[config.mk]
export PLATFORM = sky130hd
export DESIGN_NAME = hb_interlock
export DESIGN_NICKNAME = d
export VERILOG_FILES = /design/src/rtl/hbi_pkg.sv /design/src/rtl/hbi_rst_sync.sv /design/src/rtl/hbi_req_qual.sv /design/src/rtl/hbi_gap_timer.sv /design/src/rtl/hbi_arbiter.sv /design/src/rtl/hb_interlock.sv
export SDC_FILE = /design/constraint.sdc
export NUM_CORES = 1
export LEC_CHECK = 0
export BUFFER_PORTS_ARGS = -buffer_cell sky130_fd_sc_hd__buf_2
export CELL_PAD_IN_SITES_DETAIL_PLACEMENT = 1
export CELL_PAD_IN_SITES_GLOBAL_PLACEMENT = 2
export CORE_MARGIN = 1
export CORE_UTILIZATION = 37
export CTS_BUF_LIST = sky130_fd_sc_hd__clkbuf_4 sky130_fd_sc_hd__clkbuf_8
export CTS_CLUSTER_DIAMETER = 200
export CTS_CLUSTER_SIZE = 16
export DETAILED_ROUTE_END_ITERATION = 8
export PLACE_DENSITY = 0.92
export SLEW_MARGIN = 10
export SYNTH_ARGS = -nofsm -noshare
export SYNTH_HDL_FRONTEND = slang
export SYNTH_HIERARCHICAL = 1
export SYNTH_SLANG_ARGS = --single-unit
[constraint.sdc]
create_clock -name clk -period 1.1 [get_ports clk]
set_input_delay 0.22 -clock clk [delete_from_list [all_inputs] [get_ports clk]]
set_output_delay 0.22 -clock clk [all_outputs]
set_load 0.005 [all_outputs]
[src/rtl/hbi_pkg.sv]
package hbi_pkg;
  typedef enum logic [1:0] {
    ST_IDLE = 2'd0,
    ST_HI   = 2'd1,
    ST_LO   = 2'd2,
    ST_GAP  = 2'd3
  } hbi_state_e;

  typedef enum logic {
    SIDE_HI = 1'b0,
    SIDE_LO = 1'b1
  } hbi_side_e;
endpackage

[src/rtl/hbi_rst_sync.sv]
module hbi_rst_sync #(
  parameter int STAGES = 2
) (
  input  logic clk,
  input  logic rst_n,
  output logic rst_sync_n
);
  logic [STAGES-1:0] chain_q;

  always_ff @(posedge clk or negedge rst_n) begin
    if (!rst_n) chain_q <= '0;
    else        chain_q <= {chain_q[STAGES-2:0], 1'b1};
  end

  assign rst_sync_n = chain_q[STAGES-1];
endmodule

[src/rtl/hbi_req_qual.sv]
module hbi_req_qual (
  input  logic req_hi,
  input  logic req_lo,
  input  logic rail_main_ok,
  input  logic rail_float_ok,
  output logic eff_hi,
  output logic eff_lo
);
  // A request only counts when the rail feeding its driver is good.
  always_comb begin
    eff_hi = req_hi & rail_main_ok & rail_float_ok;
    eff_lo = req_lo & rail_main_ok;
  end
endmodule

[src/rtl/hbi_gap_timer.sv]
module hbi_gap_timer #(
  parameter int DT_CYCLES = 2,
  localparam int CW = (DT_CYCLES < 2) ? 1 : $clog2(DT_CYCLES + 1)
) (
  input  logic clk,
  input  logic rst_n,
  input  logic start,
  input  logic run,
  output logic expire
);
  logic [CW-1:0] cnt_q, cnt_d;
  logic          cnt_en;

  always_comb begin
    cnt_en = 1'b0;
    cnt_d  = cnt_q;
    if (start) begin
      cnt_en = 1'b1;
      cnt_d  = CW'(DT_CYCLES);
    end else if (run && (cnt_q > CW'(1))) begin
      cnt_en = 1'b1;
      cnt_d  = cnt_q - CW'(1);
    end
  end

  always_ff @(posedge clk or negedge rst_n) begin
    if (!rst_n)      cnt_q <= CW'(1);
    else if (cnt_en) cnt_q <= cnt_d;
  end

  assign expire = run && (cnt_q == CW'(1));
endmodule

[src/rtl/hbi_arbiter.sv]
module hbi_arbiter
  import hbi_pkg::*;
(
  input  logic       clk,
  input  logic       rst_n,
  input  logic       eff_hi,
  input  logic       eff_lo,
  input  logic       gap_expire,
  output hbi_state_e state,
  output logic       gap_start
);
  hbi_state_e st_q, st_d;
  hbi_side_e  last_q, last_d;
  logic       last_en;

  always_comb begin
    st_d      = st_q;
    last_d    = last_q;
    last_en   = 1'b0;
    gap_start = 1'b0;
    unique case (st_q)
      ST_IDLE: begin
        if (eff_hi)      st_d = ST_HI;
        else if (eff_lo) st_d = ST_LO;
      end
      ST_HI: begin
        if (!eff_hi) begin
          st_d      = ST_GAP;
          gap_start = 1'b1;
          last_d    = SIDE_HI;
          last_en   = 1'b1;
        end
      end
      ST_LO: begin
        if (!eff_lo) begin
          st_d      = ST_GAP;
          gap_start = 1'b1;
          last_d    = SIDE_LO;
          last_en   = 1'b1;
        end
      end
      ST_GAP: begin
        if (gap_expire) begin
          // Side that waited through the gap is served ahead of a renewal.
          if (last_q == SIDE_HI) begin
            if (eff_lo)      st_d = ST_LO;
            else if (eff_hi) st_d = ST_HI;
            else             st_d = ST_IDLE;
          end else begin
            if (eff_hi)      st_d = ST_HI;
            else if (eff_lo) st_d = ST_LO;
            else             st_d = ST_IDLE;
          end
        end
      end
      default: st_d = ST_IDLE;
    endcase
  end

  always_ff @(posedge clk or negedge rst_n) begin
    if (!rst_n) st_q <= ST_IDLE;
    else        st_q <= st_d;
  end

  always_ff @(posedge clk or negedge rst_n) begin
    if (!rst_n)       last_q <= SIDE_HI;
    else if (last_en) last_q <= last_d;
  end

  assign state = st_q;
endmodule

[src/rtl/hb_interlock.sv]
module hb_interlock
  import hbi_pkg::*;
#(
  parameter int DT_CYCLES = 2
) (
  input  logic clk,
  input  logic rst_n,
  input  logic req_hi,
  input  logic req_lo,
  input  logic rail_main_ok,
  input  logic rail_float_ok,
  output logic gate_hi,
  output logic gate_lo
);
  logic       rst_sync_n;
  logic       eff_hi, eff_lo;
  logic       gap_start, gap_expire;
  hbi_state_e state;

  hbi_rst_sync #(.STAGES(2)) u_rst (
    .clk        (clk),
    .rst_n      (rst_n),
    .rst_sync_n (rst_sync_n)
  );

  hbi_req_qual u_qual (
    .req_hi        (req_hi),
    .req_lo        (req_lo),
    .rail_main_ok  (rail_main_ok),
    .rail_float_ok (rail_float_ok),
    .eff_hi        (eff_hi),
    .eff_lo        (eff_lo)
  );

  hbi_arbiter u_arb (
    .clk        (clk),
    .rst_n      (rst_sync_n),
    .eff_hi     (eff_hi),
    .eff_lo     (eff_lo),
    .gap_expire (gap_expire),
    .state      (state),
    .gap_start  (gap_start)
  );

  hbi_gap_timer #(.DT_CYCLES(DT_CYCLES)) u_gap (
    .clk    (clk),
    .rst_n  (rst_sync_n),
    .start  (gap_start),
    .run    (state == ST_GAP),
    .expire (gap_expire)
  );

  // Rail flags act combinationally so a lost supply cuts the gate at once.
  assign gate_hi = (state == ST_HI) & rail_main_ok & rail_float_ok;
  assign gate_lo = (state == ST_LO) & rail_main_ok;
endmodule

* Word-level counts from Yosys, hierarchy flattened *
Cells that the tools add are included.

storage, ports and cells
  input bits = 6
  logic and storage cells = 49
  output and inout bits = 2
  bits in registers = 7

cells by class
  multiplexer cells = 21
  bitwise gates (word level) = 6
  magnitude comparators = 1
  reductions and logical operators = 8
  equal/unequal tests = 8
  $add $sub $neg = 1

operators by type and width
  kind                                                   count
  2-to-1 mux 2 bit                                       11
  case mux 2 bit (4 select lines)                        1
  AND reduction 4 bit                                    2
  2-to-1 mux 1 bit                                       7
  AND 1 bit                                              6
  inequality test 2 bit, second input constant           3
  == test 2 x 1 -> 1 bit, second input constant          2
  == test 2 bit, second input constant                   2
  case mux 1 bit (2 select lines)                        2
  nonzero test 2 bit                                     2
  inequality test 3 x 1 -> 1 bit, second input constant  1
  > comparator 2 x 1 -> 1 bit, second input constant     1
  logical AND 1 bit                                      2
  zero test 2 bit                                        1
  AND reduction 2 bit                                    1
  subtractor 2 x 1 -> 2 bit, second input constant       1

* Logic depth before layout (Yosys ltp) *
Gate-level depths: netlist (run 1).

  word-level depth = 7
  depth in mapped cells = 6
  gate-level depth less buffers = 6

* Cells and area by module *
Netlist (run 1), hierarchy kept.

by module, submodules not included
  module         sequential area each (um^2)  instances  area an instance (um^2)  cells each
  hbi_arbiter    75.1                         1          337.8                    35
  hbi_gap_timer  51.3                         1          136.4                    11
  hbi_rst_sync   50.0                         1          53.8                     3
  hb_interlock   0.0                          1          27.5                     3
  hbi_req_qual   0.0                          1          12.5                     2

* Worst setup path after synthesis (run 1) *
OpenSTA, ideal clock, no wires.

  path type = flip-flop to flip-flop
  start = register u_arb.st_q[0] (netlist: u_arb/state[0])
  end = register u_gap.cnt_q[0]
  cell stages (with the launch flop) = 6
  buffers on the path = 0
  clock period less this slack = 1.633 ns
  data required time = 1.018 ns
  setup slack = -0.533 ns
  data arrival time = 1.551 ns
  cell sequence = dfrtp_1 inv_1 ha_1 a21boi_0 and2b_1 mux2_4

on the way
  elaborated cells on any way between the ends = 10

RTL lines
  item                                                                            line                 text
  start: declaration                                                              hbi_arbiter.sv:12    hbi_state_e st_q, st_d;
  start signal: assignment                                                        hbi_arbiter.sv:62    else st_q <= st_d;
  == test 2 bit / == test 2 x 1 -> 1 bit (equally long branches)                  hbi_arbiter.sv:21    unique case (st_q)
  case mux 1 bit (2 select lines) *                                               hbi_arbiter.sv:21
  net gap_start                                                                   hb_interlock.sv:17   logic gap_start, gap_expire;
  nonzero test 2 bit (no source line) / 2-to-1 mux 1 bit (equally long branches)  -
  AND reduction 2 bit (no source line)                                            -
  end signal: assignment                                                          hbi_gap_timer.sv:28  else if (cnt_en) cnt_q <= cnt_d;
  end: declaration                                                                hbi_gap_timer.sv:11  logic [CW-1:0] cnt_q, cnt_d;

Mark *: on every way through the listed nets, which the timed path passes. The rest lies on a longest branch.
A chain may end at the register's enable or synchronous reset.

* Final worst setup path (run 1) *
Same ends and word-level chain as after synthesis.

==> results of run 1 <==
==> per-stage QoR <==
step / utilization (%) / TNS [ns] / area (um2) / hold WS [ns]
floorplan: - / -1.173 / 600.6 / -0.07559
global placement: 58.88 / -1.589 / 804.5 / 0.005239
detailed placement: 58.88 / -1.864 / 804.5 / 0.009214
CTS: 67.58 / -2.406 / 923.4 / 0.1097
global route: 72.16 / -2.988 / 985.9 / 0.1316
finish: 72.16 / -2.722 / 985.9 / 0.1169
==> placed cells by master, fill, tap and decap left out, drive strengths merged, types with 2 or more instances in the layout <==
cell	n
mux2	2
dfrtp	6
and2	3
clkbuf	4
inv	3
ha	8
nor2	2
buf	31
nand2b	5
a211oi	2
nand2	2
==> final cells by class <==
class / instances / area (um2)
inverter: 3 / 16.27
multi-input combinational: 44 / 495.5
sequential: 7 / 178.9
clock buffer: 4 / 30.03
fill: 131 / 380.4
timing repair buffer: 32 / 246.5
tap: 15 / 18.77
==> critical path: stages, from the launching register on <==
cell and delay [ns]:
dfrtp_2 0.46, inv_4 0.08, ha_4 0.29, a21boi_4 0.20, and2b_1 0.20, mux2_4 0.26
==> repair_timing <==
| action | 4_1_cts | 5_1_grt |
|---|---|---|
| setup endpoints to repair | 7 | 7 |
| resized for setup | 12 | 9 |
| hold endpoints to repair | 2 | 0 |
| buffers inserted | 2 | 2 |
| hold buffers | 1 | 0 |
| pin swaps | 6 | 4 |
==> state kept, by name, indices dropped and copies added, names as in the netlist <==
name,cells
u_arb/state,2
u_rst/chain_q,2
u_arb/last_q,1
u_gap/cnt_q,2
==> how the worst max path moves through the flow <==
stage	startpoint	to	slack, ns
3_3_place_gp	u_arb/state[1]	u_gap/cnt_q[0]	-0.39
5_1_grt	u_arb/state[0]	u_gap/cnt_q[0]	-0.51
3_5_place_dp	u_arb/state[0]	u_gap/cnt_q[0]	-0.48
4_1_cts	u_arb/state[0]	u_gap/cnt_q[0]	-0.43
6_report	u_arb/state[0]	u_gap/cnt_q[0]	-0.47
2_1_floorplan	u_arb/state[1]	u_gap/cnt_q[0]	-0.36
==> power groups by stage <==
| stage | Sequential, uW | Clock (uW) | Combinational (uW) |
|---|---|---|---|
| 2_1_floorplan | 475 | 0 | 921 |
| 3_3_place_gp | 475 | 0 | 1560 |
| 3_5_place_dp | 490 | 0 | 1660 |
| 4_1_cts | 496 | 267 | 2020 |
| 5_1_grt | 522 | 300 | 2480 |
| 6_report | 514 | 279 | 2360 |
==> logic make-up (layout without fill, tap and decap cells) <==
| logic type | after synthesis | after routing | share of synthesized area (%) |
|---|---|---|---|
| flip-flops | 7 | 7 | 31.06 |
| AO/OA/AOI/OAI | 11 | 11 | 14.32 |
| multiplexers | 3 | 3 | 6.387 |
| other | 1 | 1 | 0.6602 |
| adder cells (fa/ha/maj) | 8 | 8 | 17.62 |
| buffers and inverters | 3 | 39 | 1.982 |
| AND/OR/NAND/NOR | 21 | 21 | 27.98 |
==> routing by layer <==
metal	vias up	global-route usage, %	wire length [um]
li1	260	-	-
met1	277	34.63	1033
met2	13	59.38	1342
met3	8	8.152	72
met4	0	17.74	78
met5	-	0	0
==> impl.org, run 1 <==
** Floorplan
- The die is roughly 40 um tall.
- The floorplan has 13 rows.
- Measured along the x axis, the die boundary spans 41.18 um.
- Core region area :: about 0.0014 mm2
- For this configuration, the core starts out at a cell density of 41.58%.
- The die covers 0.001696 mm2.
- I/O Pins :: 8

** Place
- Summed over all nets, the half-perimeter wirelength after detailed placement is 1370 um.
- At the placement stage, the worst setup path has a slack of -0.4785 ns.
- During placement, the flow inserted port buffers numbering 7.
- The congestion estimate from routability-driven global placement came to 0.8222.
- Including well taps, the total number of placed cells is 96.

** STA
- The final number of max-transition violations was 0.
- Min Tclk post-route :: 1.571 ns
- Portion of the clock cycle consumed by the worst path in the final layout :: 142.8%
- Across all setup checks in the final design, the least slack found is -0.4705 ns.
- Setup repair after global routing could not meet its margin everywhere.
- Static timing analysis puts the maximum clock frequency at about 640 MHz.
- Setup violations remaining at the end of the flow were counted as 7.
- Final-report hold violation count :: 0
- On the final layout, the worst clock skew is 0.004123 ns.

** Clock network
- Clock latency reported for the late side of the worst-skew pair :: 0.26 ns
- In this run the number of H-tree levels came out at 1.
- In this run, CTS created clock tree buffers numbering 3.
- The tree built by TritonCTS fans out to 7 sinks.
- The tree is rooted in a clkbuf_4.
- CTS tree :: built
- Max Root-Sink Buffers :: 2
- Clock transition time at the flip-flop clock pins of the worst setup and hold paths :: 0.06 ns

** Power and ir drop
- The worst-case IR drop observed on VDD is approximately 1700 uV.
- Tot Pwr :: 3154 uW
- For this design the ratio of total power to cell area is 3199 mW/mm2.
- Share of total power in combinational logic :: 74.9%
- Clock Power Share :: between 8 and 9%
- Sequential cells burn 16.3% of the power.
- In this run switching power makes up 41.75% of total power.
- NetSw :: 1317 uW
- Static leakage :: roughly 0.00047 uW
- P_int :: 1837 uW

** Drt
- Wire length per cell :: 24.07 um
- Via density per instance :: 5.314
- Detailed router's first-iteration violation count :: 8
- The first detailed-routing pass ran for 2 iterations.
- The routed design has 2527 um of wire.
- The routed layout has 558 vias.
- DRC :: 0
- Residual antenna-violating net count after detailed routing :: 0

** Global routing
- After global routing the overflow that remains totals 0.
- Entering global routing, the biggest net connects 6 pins.
- Initial antenna violation count :: 0
- Number of global-route vias before repair :: approximately 650
- Total global-route track usage :: 33.00%
- The first global-routing pass estimated 3236 um of wire.

** Setup path
- In this run the critical register-to-register path is captured at u_gap/cnt_q[0].
- WS Path Type :: reg -> reg
- In this run the critical register-to-register path is launched from u_arb/state[0].
- Along the worst path, the maximum fanout reaches 5.
- Data arrival time of the critical path :: roughly 1.8 ns
- STA classifies the critical path endpoint as a register.
- Depth of the worst register-to-register path :: 5
- Required arrival time at the worst endpoint :: around 1.3 ns
- Worst reg2reg setup slack :: -0.47 ns
- Setup crit start kind :: register

** Min path
- The min-delay analysis places its worst path in the category reg -> async.

** Job
- Number of maximum-capacitance constraint violations :: 0

** Final layout
- Antenna Diode Count :: 0
- # nets final :: ~110
- Final non-filler cell total :: 105
- Cells with a size suffix above 1 make up 68.89% of the layout.
- Area grow syn2layout :: 73.57%

** Run status
- The run finished, with violations left.
- The checks that failed: negative setup slack.

** Synthesis
- Largest area contributor in the synthesized netlist :: dfrtp_1
- A synthesized cell averages 10.52 um2.
- For this run, the number of Yosys warnings is 6.
- Part of the Yosys area used for sequential elements :: 31.06%
- In the post-synthesis netlist, the biggest area contributors are dfrtp_1, ha_1, dfstp_2.
- Share of flip-flops with an asynchronous set or reset :: 100.0%
- Among all flip-flop cells after synthesis, the most frequent one is dfrtp_1.
- Syn nets :: between 60 and 70
- Post-synth design cell area :: between 500 and 600 um2
- Count of flip-flops with a built-in enable after synthesis :: 0
- Of the post-synthesis cell area, the dominant cell type holds between 20% and 30%.
- In the post-synthesis netlist, the cell with the most instances is ha_1.
- In this run, synthesis produced a sequential element count of 7.
- Synthesis produced 54 cells.
- Counting instances in the post-synthesis netlist gives the leading cell types as ha_1, dfrtp_1, nand2b_1.
- The netlist uses 33 different library cells.
Power figures use the tool's default switching activity.
==> run 2: changes to the inputs <==
--- a/config.mk
+++ b/config.mk
@@ -8,7 +8,7 @@
 export BUFFER_PORTS_ARGS = -buffer_cell sky130_fd_sc_hd__buf_2
 export CELL_PAD_IN_SITES_DETAIL_PLACEMENT = 1
 export CELL_PAD_IN_SITES_GLOBAL_PLACEMENT = 2
-export CORE_MARGIN = 1
+export CORE_MARGIN = 2
 export CORE_UTILIZATION = 37
 export CTS_BUF_LIST = sky130_fd_sc_hd__clkbuf_4 sky130_fd_sc_hd__clkbuf_8
 export CTS_CLUSTER_DIAMETER = 200
==> impl.org, run 2 (synthesis gave the netlist of run 1 again) <==
** Clock network
- The clock slew at the register clock pins of the worst setup and hold paths was 0.05 ns (about the same).
- The H-tree depth reported by CTS came to 1 (unchanged).
- Clock tree synthesis selected as its root buffer the cell clkbuf_4.
- CTS tree :: built
- Clock latency reported for the late side of the worst-skew pair :: 0.26 ns (about the same)
- Number of clock sinks seen by CTS :: 7 (unchanged)
- The number of buffers created by CTS is 3 (unchanged).
- The buffer depth of the longest clock path is 2 (unchanged).

** STA
- Final-report hold violation count :: 0 (unchanged)
- The final number of max-transition violations was 0 (unchanged).
- Worst clock skew :: 0.005485 ns (+0.001362 ns)
- The final setup violation count is 7 (unchanged).
- Setup repair after global routing missed its margin :: yes
- Worst path setup slack after routing :: -0.4586 ns (+0.01190 ns)
- The peak clock frequency supported by timing came to 641.6 MHz (+0.76%).
- The setup TNS is -2.622 ns (+0.09941 ns).
- Portion of the clock cycle consumed by the worst path in the final layout :: 141.7% (-1.1 points)
- Min Tclk post-route :: 1.559 ns (-0.01190 ns)

** Setup path
- Worst reg2reg setup slack :: -0.46 ns (about the same)
- WS Path Type :: reg -> reg
- Sort of element at the end of the critical path :: register
- The delay contributed by the slowest stage of the critical path is 0.46 ns (about the same).
- The critical path required time is 1.22 ns (-0.06 ns).
- The slowest stage of the critical path is the dfrtp_2 cell.
- Largest fanout on the critical path :: 5 (unchanged)
- Top Family by Delay on Critical Path :: multiplexers
- STA classifies the critical path startpoint as a register.
- The data arrival time of the critical path was 1.68 ns (-0.07 ns).
- The signal on the critical path passes through inv_4, ha_2, mux2_2, a31oi_4, mux2i_2.
- Crit path buf inv count :: 1 (unchanged)

** Floorplan
- Core region area :: 0.001471 mm2 (+7.7%)
- The boundary pin count was 8 (unchanged).
- The initial cell density of the core is 38.61% (-3.0 points).
- Die Ht :: 43.18 um (+4.9%)
- The die width was 43.18 um (+4.9%).
- The number of placement rows came to 14 (+1).
- Die area :: 0.001865 mm2 (+9.9%)

** Global routing
- Global-route wire length before repair :: 3077 um (-4.9%)
- Number of global-route vias before repair :: 641 (-1.5%)
- Total global-route track usage :: 23.43% (-9.6 points)
- The remaining global-route overflow is 0 (unchanged).
- The initial antenna violation count was 0 (unchanged).
- Largest net degree at the start of global routing :: 7 (+1)

** Final layout
- The multi-input combinational cell area is 509.2 um2 (+2.8%).
- Fill cell count :: 153 (+17%)
- The area occupied by registers came to 178.9 um2 (unchanged).
- Share of layout cells above drive strength 1 :: 70.11% (+1.2 points)
- # nets final :: 102 (-2.9%)
- The library cell used most frequently in the layout, excluding fill and tap cells, is buf_4.
- Antenna Diode Count :: 0 (unchanged)
- Leading cell types in the layout, fill and taps excluded :: buf_4, buf_2, clkbuf_4, ha_1, dfrtp_1
- Final design utilization :: 65.82% (-6.3 points)
- Area grow syn2layout :: 70.48%
- Final non-filler cell total :: 103 (-1.9%)

** Place
- The final estimated routing congestion in global placement is 0.8606 (+4.7%).
- Number of instances in the placed design :: 93 (-3.1%)
- The count of buffers from port buffering was 7 (unchanged).
- The HPWL after detailed placement came to 1180 um (-14%).

** Drt
- The remaining number of nets flagged by the antenna check after routing is 0 (unchanged).
- The mean number of vias per cell came to 5.379 (+1.2%).
- DRC :: 0 (unchanged)
- The number of DRC violations after detailed-routing iteration 0 is 10 (+2).
- Count of TritonRoute iterations in the first routing pass :: 4 (+2)
- The sum of routed wire length over all layers is 2100 um (-17%).
- Wire length per cell :: 20.39 um (-15%)
- Routed vias :: 554 (-0.72%)

** Min path
- Worst hold path class :: reg -> async

** Power and ir drop
- Static leakage :: 0.0004566 uW (-3.8%)
- The post-layout total power was 3103 uW (-1.6%).
- The worst voltage drop across the vdd grid came to 2106 uV (+26%).
- Total power divided by cell area :: 3204 mW/mm2 (+0.16%)

** Run status
- Result of the run :: complete, but fails checks
- Violated checks :: negative setup slack

** Job
- Number of maximum-capacitance constraint violations :: 0 (unchanged)
## run 2: changes by cell type in the layout (fill, tap and decap cells not counted), sizes merged
cell  before  now
buf       31   28
## run 2: report_power, final
| group | internal [uW] | leakage (uW) | switching [uW] |
|---|---|---|---|
| Sequential | 374 | 0.0000766 | 134 |
| Combinational | 1290 | 0.000362 | 1050 |
| Clock | 163 | 0.0000184 | 95.4 |
## run 2: what timing repair did
action,CTS,global route
resized for setup,11,11
setup endpoints to repair,7,7
hold endpoints to repair,2,0
setup buffers,3,2
pin swaps,3,2
hold buffers,1,0
## run 2: final timing paths
check | end | cells past startpoint | startpoint
min in group clk | u_rst/chain_q[1] | 0 | u_rst/chain_q[0]
min | u_gap/cnt_q[1] | 0 | u_rst/chain_q[1]
max | u_arb/state[0] | 5 | u_arb/state[1]
max in group asynchronous | u_rst/chain_q[0] | 2 | rst_n
max reg2reg | u_arb/state[0] | 5 | u_arb/state[1]
min reg2reg | u_gap/cnt_q[1] | 0 | u_rst/chain_q[1]
## run 2: per-layer routing
layer / track usage, % / share of wire (%)
met2: 42.39 / 52
met3: 7.234 / 2.9
met4: 9.697 / 2.2
met5: 0 / 0
met1: 24.54 / 42
## run 2: layout make-up
cell class,instances,area share (%)
Inverter,3,1.680
Tap cell,16,2.067
Sequential cell,7,18.48
Multi-Input combinational cell,44,52.58
Timing Repair Buffer,29,22.09
Clock buffer,4,3.101
## run 2: per-stage QoR
stage / setup slack (ns) / cell area (um2) / hold WS (ns)
after floorplan: -0.3581 / 600.6 / -0.07559
after global placement: -0.4330 / 775.7 / 0.003172
after detailed placement: -0.4322 / 775.7 / 0.006814
after CTS: -0.3981 / 898.4 / 0.08423
after global routing: -0.4865 / 968.4 / 0.1058
final: -0.4586 / 968.4 / 0.08140
## run 2: worst reg2reg max path, cell delays in order (launching register included)
cell and delay (ns):
dfrtp_2 0.46, inv_4 0.12, ha_2 0.20, mux2_2 0.36
a31oi_4 0.18, mux2i_2 0.11
==> run 3: changes to the inputs <==
==> constraint.sdc (replaced) <==
create_clock -name clk -period 1.1 [get_ports clk]
set_input_delay 0.055 -clock clk [delete_from_list [all_inputs] [get_ports clk]]
set_output_delay 0.055 -clock clk [all_outputs]
set_load 0.005 [all_outputs]
==> impl.org, run 3 (synthesis gave the netlist of run 1 again) <==
** Setup path
- The data arrival time of the critical path is 1.72 ns (+0.04 ns).
- The critical path goes through inv_4, ha_2, mux2_2, a31oi_4, mux2i_2.
- The number of cells on the worst reg-to-reg path is 5 (unchanged).
- Worst reg2reg setup slack :: -0.50 ns (-0.05 ns)
- Crit path max-delay cell type :: dfrtp_2
- In this run the critical register-to-register path is captured at u_arb/state[0].
- The maximum fanout encountered on the critical timing path was 5 (unchanged).
- The critical path required time was 1.22 ns (about the same).
- STA classifies the critical path startpoint as a register.
- Sort of element at the end of the critical path :: register
- Biggest cell delay along the critical path :: 0.46 ns (about the same)
- The critical path is of the reg -> reg type.
- The worst register-to-register path begins at u_arb/state[0].

** Floorplan
- The number of placement rows was 14 (unchanged).
- Starting utilization of the core area :: 38.61% (unchanged)
- The die width was 43.18 um (unchanged).
- The die area is 0.001865 mm2 (unchanged).
- I/O Pins :: 8 (unchanged)
- Die Ht :: 43.18 um (unchanged)
- The placeable core region came to 0.001471 mm2 (unchanged).

** Final layout
- The post-route non-filler standard cell count came to 106 (+2.9%).
- Area taken by flip-flops and latches :: 178.9 um2 (unchanged)
- The fill cell instance count of the final layout is 145 (-5.2%).
- The share of layout cells above drive strength 1 came to 75.56% (+5.4 points).
- Antenna Diode Count :: 0 (unchanged)
- Most common cell after layout, fill and taps aside :: buf_4
- Multi-input gate area :: 534.3 um2 (+4.9%)
- # nets final :: 105 (+2.9%)
- Relative to the synthesized area, the layout overhead comes to 79.52%.
- The top cell types in the final layout, fill and taps aside, are buf_4, buf_2.

** Global routing
- Largest net degree at the start of global routing :: 7 (unchanged)
- Number of global-route vias before repair :: 613 (-4.4%)
- Global-route wire length before repair :: 3001 um (-2.5%)
- Total global-route track usage :: 22.41% (-1.0 points)
- The remaining global-route overflow was 0 (unchanged).
- The initial antenna violation count is 0 (unchanged).

** Job
- Number of maximum-capacitance constraint violations :: 0 (unchanged)

** Drt
- The mean number of vias per cell was 5.519 (+2.6%).
- Wire length per cell :: 22.22 um (+9.0%)
- The remaining number of nets flagged by the antenna check after routing came to 0 (unchanged).
- Detailed router's first-iteration violation count :: 9 (-1)
- The total vias in the final route was 585 (+5.6%).
- The sum of routed wire length over all layers was 2355 um (+12%).
- Count of TritonRoute iterations in the first routing pass :: 4 (unchanged)
- The number of design rule violations left after detail routing is 0 (unchanged).

** Clock network
- Level count of the clock H-tree :: 1 (unchanged)
- CTS tree :: built
- The buffer depth of the longest clock path was 2 (unchanged).
- The root buffer cell chosen for the clock tree is clkbuf_4.
- Number of clock sinks seen by CTS :: 7 (unchanged)
- Number of buffers added by the clock tree synthesis step :: 3 (unchanged)
- The clock latency reported for the late side of the worst-skew pair is 0.26 ns (about the same).
- The clock slew at the register clock pins of the worst setup and hold paths is 0.05 ns (about the same).

** Min path
- Worst hold path class :: reg -> async

** STA
- Max-slew violation count :: 0 (unchanged)
- Max frequency :: 623.1 MHz (-2.9%)
- Final-report hold violation count :: 0 (unchanged)
- The fraction of the cycle the final worst path needs was 145.9% (+4.2 points).
- Min Tclk post-route :: 1.605 ns (+0.04614 ns)
- The smallest setup slack after layout is -0.5048 ns (-0.04614 ns).
- The worst hold slack was 0.08110 ns (-0.0002981 ns).
- The final setup violation count is 7 (unchanged).
- The setup TNS came to -2.544 ns (+0.07893 ns).
- Setup repair after global routing could not meet its margin everywhere.
- The clock skew is 0.006321 ns (+0.0008365 ns).

** Place
- GP Congestion :: 0.8606 (unchanged)
- Setup Slack @ Placement :: -0.4322 ns (unchanged)
- Number of instances in the placed design :: 93 (unchanged)
- Port Buf Inserts :: 7 (unchanged)
- Detailed placer's ending HPWL :: 1180 um (unchanged)

** Power and ir drop
- The power per cell area came to 3376 mW/mm2 (+5.4%).
- Maximum vdd ir drop :: 1663 uV (-21%)
- Static leakage :: 0.0004737 uW (+3.8%)

** Run status
- Violated checks :: negative setup slack
- Result of the run :: complete, but fails checks
run 3: changes by cell type in the layout (fill, tap and decap cells not counted), sizes merged:
cell and delta:
buf +3
run 3: layout make-up:
cell class / instances / area share, %
sequential: 7 / 17.55
timing repair buffer: 32 / 23.56
clock buffer: 4 / 2.945
inverter: 3 / 1.595
multi-input combinational: 44 / 52.39
tap: 16 / 1.963
run 3: repair_timing:
action / CTS / global route
pin swaps: 3 / 3
setup endpoints to repair: 7 / 7
hold buffers: 1 / 0
hold endpoints to repair: 2 / 0
buffers inserted: 4 / 4
resized for setup: 12 / 16
run 3: how the worst max path moves through the flow:
stage,start,to,slack (ns),cells past startpoint
3_3_place_gp,u_arb/state[1],u_arb/state[1],-0.43,5
5_1_grt,u_arb/state[0],u_arb/last_q,-0.53,7
3_5_place_dp,u_arb/state[0],u_gap/cnt_q[0],-0.43,6
6_report,u_arb/state[0],u_arb/state[0],-0.50,5
2_1_floorplan,u_arb/state[1],u_gap/cnt_q[0],-0.36,5
4_1_cts,u_arb/state[0],u_arb/state[0],-0.40,5
run 3: worst max-delay path: cells and delay by family (launching register included):
kind                     cells  cell delay (ns)
multiplexers                 2             0.49
flip-flops                   1             0.46
adder cells (fa/ha/maj)      1             0.20
AO/OA/AOI/OAI                1             0.19
buffers and inverters        1             0.12
run 3: stage by stage:
step,power [uW],util (%),area [um2]
finish,3443,69.30,1020
CTS,2709,62.33,917.1
global placement,1935,52.72,775.7
global route,3565,69.30,1020
floorplan,1397,-,600.6
detailed placement,2010,52.72,775.7
run 3: metal layers:
layer  global-route usage (%)  routed length, um  up-vias
met5                        0                  0        -
met4                    5.455                 34        0
met3                    6.383                125        4
met2                    38.81               1190       30
met1                    26.96               1004      288
li1                         -                  -      263
run 3: power by group:
group	internal, uW	switching, uW
combinational	1450	1230
sequential	374	124
clock	163	96.2
total	1990	1450
